===== config.mk =====
export PLATFORM = sky130hd
export DESIGN_NAME = fsx_frame_tx
export DESIGN_NICKNAME = d
export VERILOG_FILES = /design/src/rtl/fsx_pkg.sv /design/src/rtl/fsx_crc_ser.sv /design/src/rtl/fsx_body_sr.sv /design/src/rtl/fsx_seq.sv /design/src/rtl/fsx_frame_tx.sv
export SDC_FILE = /design/constraint.sdc
export NUM_CORES = 1
export LEC_CHECK = 0
export BUFFER_PORTS_ARGS = -buffer_cell sky130_fd_sc_hd__buf_4
export CORE_MARGIN = 1.5
export CORE_UTILIZATION = 55
export CTS_CLUSTER_DIAMETER = 80
export DETAILED_ROUTE_END_ITERATION = 10
export PLACE_DENSITY = 0.87
export SLEW_MARGIN = 20
export SYNTH_ARGS = -nofsm -noshare
export SYNTH_HDL_FRONTEND = slang
export SYNTH_HIERARCHICAL = 1
export SYNTH_SLANG_ARGS = --single-unit

===== constraint.sdc =====
create_clock -name clk -period 2.7 [get_ports clk]
set_input_delay 0.675 -clock clk [delete_from_list [all_inputs] [get_ports clk]]
set_output_delay 0.675 -clock clk [all_outputs]
set_load 0.1 [all_outputs]

===== src/rtl/fsx_pkg.sv =====
// Package: shared state encoding and fixed marker patterns for the
// framed serial transmitter. Assumes markers are 4 bits wide, sent MSB first.
package fsx_pkg;

    typedef enum logic [2:0] {
        ST_IDLE,
        ST_PRE,
        ST_SOF,
        ST_BODY,
        ST_CRC,
        ST_TAG,
        ST_EOF,
        ST_POST
    } fsx_state_e;

    localparam int          MARK_W  = 4;
    localparam logic [3:0]  SOF_PAT = 4'b1001;
    localparam logic [3:0]  EOF_PAT = 4'b0110;

endpackage


===== src/rtl/fsx_crc_ser.sv =====
// Bit-serial CRC, MSB-first, no reflection and no final XOR.
// Assumes clr and en are never both needed in one cycle; clr wins.
module fsx_crc_ser #(
    parameter int               CRC_W    = 8,
    parameter logic [CRC_W-1:0] CRC_POLY = 8'h07
) (
    input  logic             clk,
    input  logic             rst_n,
    input  logic             clr,
    input  logic             en,
    input  logic             din,
    output logic [CRC_W-1:0] crc
);

    logic fb;
    assign fb = crc[CRC_W-1] ^ din;

    // Purpose: clear the remainder or fold in one message bit.
    always_ff @(posedge clk) begin
        if (!rst_n)
            crc <= '0;
        else if (clr)
            crc <= '0;
        else if (en)
            crc <= {crc[CRC_W-2:0], 1'b0} ^ (fb ? CRC_POLY : '0);
    end

endmodule


===== src/rtl/fsx_body_sr.sv =====
// Body shifter: loads type, user byte and all payload words left-justified,
// then shifts one bit per serial period. Word 0 is placed right after the
// header. Assumes the sequencer stops shifting after the selected word count.
module fsx_body_sr #(
    parameter int TYPE_W    = 4,
    parameter int USER_W    = 8,
    parameter int WORD_W    = 16,
    parameter int MAX_WORDS = 16
) (
    input  logic                        clk,
    input  logic                        rst_n,
    input  logic                        load,
    input  logic                        shift,
    input  logic [TYPE_W-1:0]           frm_type,
    input  logic [USER_W-1:0]           user_data,
    input  logic [WORD_W*MAX_WORDS-1:0] payload,
    output logic                        bit_out
);

    localparam int LEN = TYPE_W + USER_W + WORD_W * MAX_WORDS;

    logic [LEN-1:0] img;
    logic [LEN-1:0] sr;

    assign img[LEN-1 -: TYPE_W]          = frm_type;
    assign img[LEN-TYPE_W-1 -: USER_W]   = user_data;

    // Reverse word order so word 0 leaves first after the header.
    for (genvar i = 0; i < MAX_WORDS; i++) begin : g_word
        assign img[WORD_W*(MAX_WORDS-i)-1 -: WORD_W] = payload[i*WORD_W +: WORD_W];
    end

    // Purpose: capture the frame image or advance it by one bit.
    always_ff @(posedge clk) begin
        if (!rst_n)
            sr <= '0;
        else if (load)
            sr <= img;
        else if (shift)
            sr <= {sr[LEN-2:0], 1'b0};
    end

    assign bit_out = sr[LEN-1];

endmodule


===== src/rtl/fsx_seq.sv =====
// Frame sequencer: walks preamble, markers, body, CRC, tag and postamble,
// one bit per two core cycles (high half then low half), and generates the
// serial clock, the data mux, and the accept and done pulses.
// Assumes the body source and CRC unit advance on body_shift and crc_en.
module fsx_seq #(
    parameter int HDR_W      = 12,
    parameter int WORD_W     = 16,
    parameter int CNT_W      = 4,
    parameter int TAG_W      = 8,
    parameter int CRC_W      = 8,
    parameter int PRE_EDGES  = 4,
    parameter int POST_EDGES = 4
) (
    input  logic             clk,
    input  logic             rst_n,
    input  logic             req,
    input  logic [CNT_W-1:0] n_words_m1,
    input  logic [TAG_W-1:0] tag,
    input  logic             body_bit,
    input  logic [CRC_W-1:0] crc,
    output logic             cap,
    output logic             body_shift,
    output logic             crc_en,
    output logic             ser_clk,
    output logic             ser_dat,
    output logic             busy,
    output logic             accept,
    output logic             done
);
    import fsx_pkg::*;

    localparam int MAX_BODY = HDR_W + WORD_W * (2 ** CNT_W);
    localparam int SLOT_W   = $clog2(MAX_BODY + PRE_EDGES + POST_EDGES + 64);
    localparam int CRC_IW   = $clog2(CRC_W);
    localparam int TAG_IW   = $clog2(TAG_W);

    fsx_state_e        state;
    logic              ph;
    logic [SLOT_W-1:0] cnt;
    logic [SLOT_W-1:0] body_last;
    logic [TAG_W-1:0]  tag_q;
    logic [CNT_W-1:0]  nw_q;
    logic              acc_q;
    logic              done_q;

    assign busy  = (state != ST_IDLE);
    assign cap   = (state == ST_IDLE) && req;
    assign body_last = SLOT_W'(HDR_W)
                     + SLOT_W'(WORD_W) * (SLOT_W'(nw_q) + SLOT_W'(1))
                     - SLOT_W'(1);

    // Purpose: advance phase, slot counter and segment state.
    always_ff @(posedge clk) begin
        if (!rst_n) begin
            state  <= ST_IDLE;
            ph     <= 1'b0;
            cnt    <= '0;
            tag_q  <= '0;
            nw_q   <= '0;
            acc_q  <= 1'b0;
            done_q <= 1'b0;
        end else begin
            acc_q  <= cap;
            done_q <= 1'b0;
            if (cap) begin
                state <= ST_PRE;
                ph    <= 1'b0;
                cnt   <= SLOT_W'(PRE_EDGES - 1);
                tag_q <= tag;
                nw_q  <= n_words_m1;
            end else if (busy) begin
                ph <= ~ph;
                if (ph) begin
                    if (cnt != '0) begin
                        cnt <= cnt - SLOT_W'(1);
                    end else begin
                        case (state)
                            ST_PRE:  begin state <= ST_SOF;  cnt <= SLOT_W'(MARK_W - 1);     end
                            ST_SOF:  begin state <= ST_BODY; cnt <= body_last;               end
                            ST_BODY: begin state <= ST_CRC;  cnt <= SLOT_W'(CRC_W - 1);      end
                            ST_CRC:  begin state <= ST_TAG;  cnt <= SLOT_W'(TAG_W - 1);      end
                            ST_TAG:  begin state <= ST_EOF;  cnt <= SLOT_W'(MARK_W - 1);     end
                            ST_EOF:  begin state <= ST_POST; cnt <= SLOT_W'(POST_EDGES - 1); end
                            ST_POST: begin state <= ST_IDLE; done_q <= 1'b1;                end
                            default: state <= ST_IDLE;
                        endcase
                    end
                end
            end
        end
    end

    // Purpose: body bits shift and feed the CRC at the end of each body period.
    assign body_shift = (state == ST_BODY) && ph;
    assign crc_en     = body_shift;

    // Purpose: choose the data bit for the current segment and slot.
    always_comb begin
        case (state)
            ST_SOF:  ser_dat = SOF_PAT[cnt[1:0]];
            ST_BODY: ser_dat = body_bit;
            ST_CRC:  ser_dat = crc[cnt[CRC_IW-1:0]];
            ST_TAG:  ser_dat = tag_q[cnt[TAG_IW-1:0]];
            ST_EOF:  ser_dat = EOF_PAT[cnt[1:0]];
            default: ser_dat = 1'b0;
        endcase
    end

    assign ser_clk = busy && !ph;
    assign accept  = acc_q;
    assign done    = done_q;

endmodule


===== src/rtl/fsx_frame_tx.sv =====
// Top: framed serial transmitter. Captures a frame on an accepted request
// and serialises it with a half-rate forwarded clock. Assumes the producer
// holds req until accept and keeps the inputs valid in the requesting cycle.
module fsx_frame_tx #(
    parameter int         MAX_WORDS  = 16,
    parameter int         WORD_W     = 16,
    parameter int         TYPE_W     = 4,
    parameter int         USER_W     = 8,
    parameter int         TAG_W      = 8,
    parameter int         CRC_W      = 8,
    parameter logic [7:0] CRC_POLY   = 8'h07,
    parameter int         PRE_EDGES  = 4,
    parameter int         POST_EDGES = 4,
    localparam int        CNT_W      = $clog2(MAX_WORDS)
) (
    input  logic                        clk,
    input  logic                        rst_n,
    input  logic                        req,
    input  logic [TYPE_W-1:0]           frm_type,
    input  logic [USER_W-1:0]           user_data,
    input  logic [TAG_W-1:0]            tag,
    input  logic [CNT_W-1:0]            n_words_m1,
    input  logic [WORD_W*MAX_WORDS-1:0] payload,
    output logic                        ser_clk,
    output logic                        ser_dat,
    output logic                        busy,
    output logic                        accept,
    output logic                        done
);

    logic             cap;
    logic             body_shift;
    logic             crc_en;
    logic             body_bit;
    logic [CRC_W-1:0] crc;

    fsx_body_sr #(
        .TYPE_W(TYPE_W), .USER_W(USER_W), .WORD_W(WORD_W), .MAX_WORDS(MAX_WORDS)
    ) u_body (
        .clk(clk), .rst_n(rst_n), .load(cap), .shift(body_shift),
        .frm_type(frm_type), .user_data(user_data), .payload(payload),
        .bit_out(body_bit)
    );

    fsx_crc_ser #(
        .CRC_W(CRC_W), .CRC_POLY(CRC_W'(CRC_POLY))
    ) u_crc (
        .clk(clk), .rst_n(rst_n), .clr(cap), .en(crc_en), .din(body_bit),
        .crc(crc)
    );

    fsx_seq #(
        .HDR_W(TYPE_W + USER_W), .WORD_W(WORD_W), .CNT_W(CNT_W),
        .TAG_W(TAG_W), .CRC_W(CRC_W),
        .PRE_EDGES(PRE_EDGES), .POST_EDGES(POST_EDGES)
    ) u_seq (
        .clk(clk), .rst_n(rst_n), .req(req), .n_words_m1(n_words_m1),
        .tag(tag), .body_bit(body_bit), .crc(crc),
        .cap(cap), .body_shift(body_shift), .crc_en(crc_en),
        .ser_clk(ser_clk), .ser_dat(ser_dat), .busy(busy),
        .accept(accept), .done(done)
    );

endmodule


* Yosys cells after proc, flatten, opt, wreduce, memory -nomap -nowiden *
Index checks and enable logic that the tools add are counted.

word-level totals
  logic and storage cells = 74
  output and inout port bits = 5
  register bits after elaboration = 303
  bits of input ports = 283

cells by class
  equal/unequal tests = 8
  mux-type cells = 23
  magnitude comparators = 2
  reduce and logical (&&, ||, !) cells = 20
  bitwise operators = 6
  add/subtract/negate cells = 4

operators by type and width
  kind                 count
  $mux 268             2
  $pmux 9 s3           1
  $pmux 3 s6           1
  $sub 9x1->9 const B  2
  $eq 3x3->1 const B   4
  $reduce_and 3->1     4
  $add 4x9->9 const A  1
  $mux 1               9
  $mux 9               1
  $reduce_bool 9->1    1
  $xor 8x8->8          1
  $bmux 1 s3           2
  $eq 3x2->1 const B   2
  $mux 2               3
  $reduce_bool 2->1    3
  $add 4x1->5 const B  1
  $pmux 1 s5           1
  $reduce_bool 5->1    1
  $reduce_or 5->1      1
  $bmux 1 s2           2
  $lt 3x4->1 const B   1
  $not 1->1            4
  $reduce_bool 4->1    1
  $reduce_or 2->1      2
  other kinds (10)     12

* Longest topological paths before layout *
Gate-level depths: netlist of run 1.

  depth in word-level cells = 8
  mapped depth = 9

* Modules after synthesis *
The synthesis of run 1 kept the hierarchy.

modules (own cells, without submodules)
  module       area an instance (um2)  seq. area each (um2)  cells an instance  times used
  fsx_body_sr  14159.8                 5365.1                1191               1
  fsx_seq      1565.3                  540.5                 182                1
  fsx_crc_ser  342.8                   160.2                 33                 1

* Least setup slack after synthesis of run 1 *
No wires, ideal clock.

  path type = reg2out
  start point = register u_seq.state[0]
  end point = output ser_clk
  stages on the path, launching flop included = 4
  buffers on the path = 1
  arrival = 2.888 ns
  path slack = -0.863 ns
  cells stage by stage = dfxtp_1 > clkbuf_1 > or3_1 > nor2b_1

on the way
  cells in the longest elaborated chain, start to end = 2

ends and longest elaborated chain
  element                 RTL line            RTL
  start, declared         fsx_seq.sv:37       fsx_state_e state;
  start signal, assigned  fsx_seq.sv:55       state <= ST_IDLE;
  start signal, assigned  fsx_seq.sv:66       state <= ST_PRE;
  start signal, assigned  fsx_seq.sv:78       ST_PRE: begin state <= ST_SOF; cnt <= SLOT_W'(MARK_W - 1); end
  $reduce_bool 3->1       fsx_seq.sv:46       assign busy = (state != ST_IDLE);
  via busy                fsx_frame_tx.sv:26  output logic busy,
  $logic_and 1x1->1       fsx_seq.sv:109      assign ser_clk = busy && !ph;
  end, declared           fsx_frame_tx.sv:24  output logic ser_clk,

The timed path passes the listed nets, and every way through them passes these cells.

* Worst setup path after layout of run 1 *
  start point = register u_seq.cnt[0]
  end point = output ser_dat

on the way
  cells in the longest elaborated chain, start to end = 3

ends and longest elaborated chain
  element                             RTL line            RTL
  start, declared                     fsx_seq.sv:39       logic [SLOT_W-1:0] cnt;
  start signal, assigned              fsx_seq.sv:68       cnt <= SLOT_W'(PRE_EDGES - 1);
  start signal, assigned              fsx_seq.sv:75       cnt <= cnt - SLOT_W'(1);
  $bmux 1 s3 (tied with other cells)  fsx_seq.sv:103      ST_TAG: ser_dat = tag_q[cnt[TAG_IW-1:0]];
  $mux 1, on equally long branches    n/a
  $pmux 1 s5 (*)                      fsx_seq.sv:99       case (state)
  end, declared                       fsx_frame_tx.sv:25  output logic ser_dat,

Every way passes the cells marked *; elsewhere a longest branch is shown, timed or not. The select of a mux whose other input is x is not followed.

==> impl_metrics.toml, run 1 <==
[run_status]
status = "complete, no violations"

[clock_network]
tritoncts = "yes"
cts.sinks = 303
ctsLongestPathBuffers = 3
cts_hold_buf = 0
clockRootBuffer = "clkbuf_16"
clock_latency_ns = 0.49
cts_buffers = 34
clk_pin_slew_ns = 0.06
ctsHtreeMaxLevel = 2

[drt]
drt-met1-wl_microns = 15300
drt_wl_total_microns = 35200
drt_first_pass_iters = 5
viasPerCell = 5.64
drt_iter0_markers = 753
wl_met3_microns = 1720
post-route-drc-count = 0
vias = 11600
maxUsedRoutingLayer = "met4"
drt-wirelength-per-cell_microns = 17.2
drtAntennaViolNets = 0
wl_met2_microns = 17400

[yosys]
ys_ff_latch = 303
netlist_top_cells_count = "dfxtp_1, o211a_1, nand2b_1"
syn_inst = 1406
synthDistinctLibCells = 62
syn_avg_cell_area_sq_um = 11.4
ys_seq_area_share_pct = 37.8
synth.most_common_cell = "dfxtp_1"
synth_nets = 1691
synthArstFlopShare_pct = 0
yosysWarnings = 6
synth_top_area_share_pct = 37.8
synthFlopType = "dfxtp_1"
synth_area_leaders = "dfxtp_1, mux2_4, o211a_1"
synth_edf_count = 0
yosysTopAreaCell = "dfxtp_1"
syn_area_sq_um = 16100

[critical_path]
endpoint_kind = "output pin"
cp_max_fo = 7
crit_required_ns = 2.03
worst-r2r-cell-count = 7
worst_path_largest_cell_delay_ns = 0.36
cp.depth = 6
cp.arrival_ns = 1.94
startpoint_type = "flop"
critPathSlowestCell = "dfxtp_4"
worst-path-buf-inv = 2
worstSetupPathType = "flop to output pin"
critPathTopFamily = "compound AO/OA/AOI/OAI gates"
path_cells = "buf_4, mux2i_1, a221oi_1, o21ai_0, nand3_2, buf_12"

[final_layout]
nNetsFinal = 1936
syn2layout_area_growth_pct = 23.3
n_antenna_cell = 0
fill_cells = 2078
final-seq-area_sq_um = 6070
multiInputGateArea_sq_um = 9260
drive_gt1_share_pct = 40.5
final_cells = 2055
fin_area_sq_um = 19800

[global_route]
grt_pass1_vias = 11800
grt_usage_pct = 22.6
gr-total-overflow = 0
grt_first_pass_wirelength_microns = 57400
antenna_found_initial = 0
grt_max_degree = 116

[timing]
finalSetupTns_ns = 0
fin_crit_sh_pct = 97.0
slew_viol_final = 0
hold_violations = 0
slew_headroom_pct = 43.3
worst_slew_pin_slew_ns = 0.843
setup_violations = 0
fin_skew_ns = 0.0120
period_minus_slack_ns = 2.62
fmax_mhz = 382
rsz0062_at_grt = "yes"
layout_setup_ws_ns = 0.0817

[floorplanning]
die_area_sq_um = 30200
core_sq_um = 28700
row_count = 62
io-pin-count = 288
initial_core_util_pct = 56.0
die_w_microns = 174
die_y_microns = 174

[placement]
pre_cts_ws_ns = 0.370
place_area_sq_um = 18600
place_inst = 1997
gp_congestion = 0.820
portBuffers = 287
place_hpwl_microns = 24000

[run]
max_cap_violations = 0

[pwr]
power_density_nw_per_um2 = 577
p_leak_nw = 10.5
vdd_drop_max_v = 0.000481

[worst_hold_path]
hold_path_depth = 3
hold_class = "input port to flop"
-- power breakdown --
group / internal [mW] / switching (mW)
clock network: 2.90 / 1.77
logic: 1.08 / 0.663
registers: 4.82 / 0.197
-- flip-flops by register name, indices dropped and copies added, names as in the netlist --
signal / cells
u_seq/state: 3
u_seq/done: 1
u_seq/nw_q: 4
u_seq/ph: 1
u_crc/crc: 8
u_seq/cnt: 9
u_seq/tag_q: 8
u_seq/accept: 1
u_body/sr: 268
-- kinds of logic (layout without fill, tap and decap cells) --
family / count (synthesis) / count (layout) / synth area share, %
compound gates: 315 / 315 / 19.0
xor+xnor: 10 / 10 / 0.545
buf+inv: 138 / 403 / 4.85
simple gates: 360 / 360 / 13.6
flops: 303 / 303 / 37.8
mux: 278 / 278 / 24.1
fa+ha+maj: 2 / 2 / 0.156
-- tightest hold or removal path, cell delays in order --
cell	delay (ns)
buf_4	0.11
nand2_1	0.05
a21boi_1	0.05
-- area by class of cell --
type	instances	area share, %
flip-flops and latches	303	30.7
multi-input cells	965	46.7
inverters	4	0.114
repair buffers	343	14.4
clock inverters	7	0.581
well taps	384	2.42
clock buffers	49	5.15
-- metal layers --
metal	global-route usage [%]	up-vias
met5	0	-
li1	-	5586
met1	28.9	5599
met2	38.9	333
met3	3.63	64
met4	7.00	0
-- through the flow --
| stage | utilization, % | total power, mW | hold slack [ns] |
|---|---|---|---|
| 2_1_floorplan | - | 6.21 | 0.432 |
| 3_3_place_gp | 64.9 | 6.76 | 0.447 |
| 3_5_place_dp | 64.9 | 6.83 | 0.456 |
| 4_1_cts | 68.9 | 11.5 | 0.417 |
| 5_1_grt | 69.0 | 11.9 | 0.431 |
| 6_report | 69.0 | 11.4 | 0.439 |
-- placed cells by master, fill, tap and decap left out, types with 5 or more instances in the layout --
master / n
buf_12: 21
mux2_4: 195
a21oi_1: 6
nand2b_1: 257
nand4_1: 5
buf_4: 321
a21boi_1: 5
mux2_1: 5
clkbuf_8: 6
o211a_1: 269
and2_1: 5
xor2_1: 7
nand2_1: 34
a21boi_0: 8
mux2i_1: 9
clkbuf_16: 37
or2b_1: 11
nor2_1: 13
mux2_2: 67
dfxtp_1: 300
clkbuf_1: 7
-- path summary, 6_finish.rpt --
kind	slack, ns	to	from
min	0.44	u_seq/nw_q[1]$_SDFFE_PN0P_	n_words_m1[1]
min reg2reg	0.46	u_seq/tag_q[0]$_SDFFE_PN0P_	u_seq/tag_q[0]$_SDFFE_PN0P_
max reg2reg	0.37	u_body/sr[145]$_SDFFE_PN0P_	u_seq/state[0]$_SDFFE_PN0P_
max	0.08	ser_dat	u_seq/cnt[0]$_SDFFE_PN0P_
-- repair_timing --
item / in CTS / in global routing
setup endpoints to repair: 1 / 1
resized for setup: 7 / 5
pin swaps: 1 / 2
setup buffers: 0 / 2
(Power assumes the default switching activity.)
==> run 2: changes to the inputs <==
--- a/config.mk
+++ b/config.mk
@@ -5,9 +5,11 @@
 export SDC_FILE = /design/constraint.sdc
 export NUM_CORES = 1
 export LEC_CHECK = 0
+export ABC_CLOCK_PERIOD_IN_PS = 2700
 export BUFFER_PORTS_ARGS = -buffer_cell sky130_fd_sc_hd__buf_4
 export CORE_MARGIN = 1.5
 export CORE_UTILIZATION = 55
+export CTS_BUF_LIST = sky130_fd_sc_hd__clkbuf_2 sky130_fd_sc_hd__clkbuf_4 sky130_fd_sc_hd__clkbuf_8
 export CTS_CLUSTER_DIAMETER = 80
 export DETAILED_ROUTE_END_ITERATION = 10
 export PLACE_DENSITY = 0.87
==> run 2 against run 1 <==
Compared with the run above: clock power is 9.6% lower; final cell count rose by 1.5%; setup slack worse by 0.063 ns; die area stayed put; non-clock buffer count stayed put; sequential share of layout area increased by 0.070 points; wire length about the same; highest routed layer unchanged.
==> impl_metrics.toml, run 2 (synthesized netlist as in run 1, its figures left out) <==
[final_layout]
final_common_cell = "buf_4"
syn2layout_area_growth_pct = 23.1
n_antenna_cell = 0
final_cells = 2086
largest_register_ffs = 268
fin_area_sq_um = 19800
most-common-layout-cells = "buf_4, dfxtp_1, o211a_1, nand2b_1, mux2_4"
nNetsFinal = 1954
largestRegisters = "u_body/sr: 268 flops, u_seq/cnt: 9 flops"
drive_gt1_share_pct = 42.2
regMostFlops = "u_body/sr"

[drt]
post-route-drc-count = 0
drt-met1-wl_microns = 15300
drt-wirelength-per-cell_microns = 16.9
wl_met3_microns = 1820
drt_iter0_markers = 826
vias = 11600
drt_wl_total_microns = 35200
drtAntennaViolNets = 0
viasPerCell = 5.58
maxUsedRoutingLayer = "met4"
wl_met2_microns = 17500
drt_first_pass_iters = 5

[timing]
rsz0062_at_grt = "yes"
setup_violations = 0
worst_slew_pin_slew_ns = 0.736
fmax_mhz = 373
fin_crit_sh_pct = 99.3
period_minus_slack_ns = 2.68
slew_headroom_pct = 50.5
fin_skew_ns = 0.0216
hold_violations = 0
slew_viol_final = 0

[global_route]
grt_max_degree = 116
grt_first_pass_wirelength_microns = 57600
antenna_found_initial = 0
grt_usage_pct = 22.6
gr-total-overflow = 0
grt_pass1_vias = 12000

[critical_path]
endpoint = "ser_dat"
worstSetupPathType = "flop to output pin"
cp.depth = 6
endpoint_kind = "output pin"
r2r-start = "u_seq/state[0]$_SDFFE_PN0P_"
startpoint_type = "flop"
cp.arrival_ns = 2.01
path_cells = "buf_4, mux2i_1, a221oi_4, o21ai_1, nand3_2, buf_12"
critPathTopFamily = "flip-flops"
worstSetupStartpoint = "u_seq/cnt[0]$_SDFFE_PN0P_"
regToRegSetupSlack_ns = 0.39
crit_required_ns = 2.03
r2r-end = "u_body/sr[254]$_SDFFE_PN0P_"
worst-r2r-cell-count = 7
cp_max_fo = 5
worst_path_largest_cell_delay_ns = 0.37
worst-path-buf-inv = 2
critPathSlowestCell = "dfxtp_4"

[placement]
place_area_sq_um = 18600
gp_congestion = 0.820
place_hpwl_microns = 24000
portBuffers = 287
place_inst = 1997

[clock_network]
tritoncts = "yes"
ctsHtreeMaxLevel = 2
ctsLongestPathBuffers = 3
cts_buffers = 52
clockRootBuffer = "clkbuf_8"
cts.sinks = 303
clk_pin_slew_ns = 0.06
clock_latency_ns = 0.56

[floorplanning]
die_w_microns = 174
die_area_sq_um = 30200
initial_core_util_pct = 56.0
row_count = 62
io-pin-count = 288
die_y_microns = 174
core_sq_um = 28700

[pwr]
vdd_drop_max_v = 0.000358
p_leak_nw = 10.6
power_density_nw_per_um2 = 555

[run]
max_cap_violations = 0

[worst_hold_path]
hold_class = "input port to flop"

[run_status]
status = "complete, no violations"
-- run 2: where the power goes --
group	internal [mW]	total (mW)	leakage, nW	switching (mW)
Sequential	4.82	5.02	2.51	0.195
Clock	2.47	4.22	0.566	1.75
Combinational	1.08	1.75	7.48	0.664
Total	8.37	11.0	10.6	2.61
-- run 2: repair_timing --
action                                  4_1_cts  5_1_grt
hold buffers                                  0        0
gates resized for setup                      13        4
endpoints found under the setup margin        1        1
setup buffers                                 2        0
pin swaps                                     3        0
cloned                                        0        0
-- run 2: area by class of cell --
type,instances,area (sq um)
fill,2087,8930
inverter,4,22.5
clock buffer,83,1020
multi-input combinational,965,9280
sequential,303,6080
timing repair buffer,343,2840
tap,384,480
clock inverter,4,50.0
-- run 2: worst min path at each step --
stage | startpoint | to | slack, ns | cells after the start
CTS | n_words_m1[2] | u_seq/nw_q[2]$_SDFFE_PN0P_ | 0.34 | 3
detailed placement | u_seq/tag_q[0]$_SDFFE_PN0P_ | u_seq/tag_q[0]$_SDFFE_PN0P_ | 0.46 | 2
global placement | u_seq/tag_q[0]$_SDFFE_PN0P_ | u_seq/tag_q[0]$_SDFFE_PN0P_ | 0.45 | 2
floorplan | u_seq/tag_q[1]$_SDFFE_PN0P_ | u_seq/tag_q[1]$_SDFFE_PN0P_ | 0.43 | 2
finish | tag[6] | u_seq/tag_q[6]$_SDFFE_PN0P_ | 0.38 | 3
global route | n_words_m1[1] | u_seq/nw_q[1]$_SDFFE_PN0P_ | 0.36 | 3
-- run 2: tightest hold or removal path, cell delays in order --
cell      delay [ns]
buf_4           0.11
nand2_1         0.05
a21boi_0        0.06
-- run 2: routing by layer --
metal | GRT usage [%] | vias to the layer above
met1 | 28.5 | 5614
li1 | - | 5632
met5 | 0 | -
met4 | 6.68 | 0
met3 | 3.96 | 48
met2 | 39.4 | 337
-- run 2: through the flow --
step	TNS [ns]	setup slack, ns	utilization (%)	hold slack [ns]	power, mW
finish	0	0.0182	68.9	0.379	11.0
global route	-0.0835	-0.0835	68.9	0.358	11.5
CTS	0	0.00338	68.8	0.337	11.1
detailed placement	0	0.370	64.9	0.456	6.83
global placement	0	0.419	64.9	0.447	6.76
floorplan	-0.0997	-0.0997	-	0.432	6.21
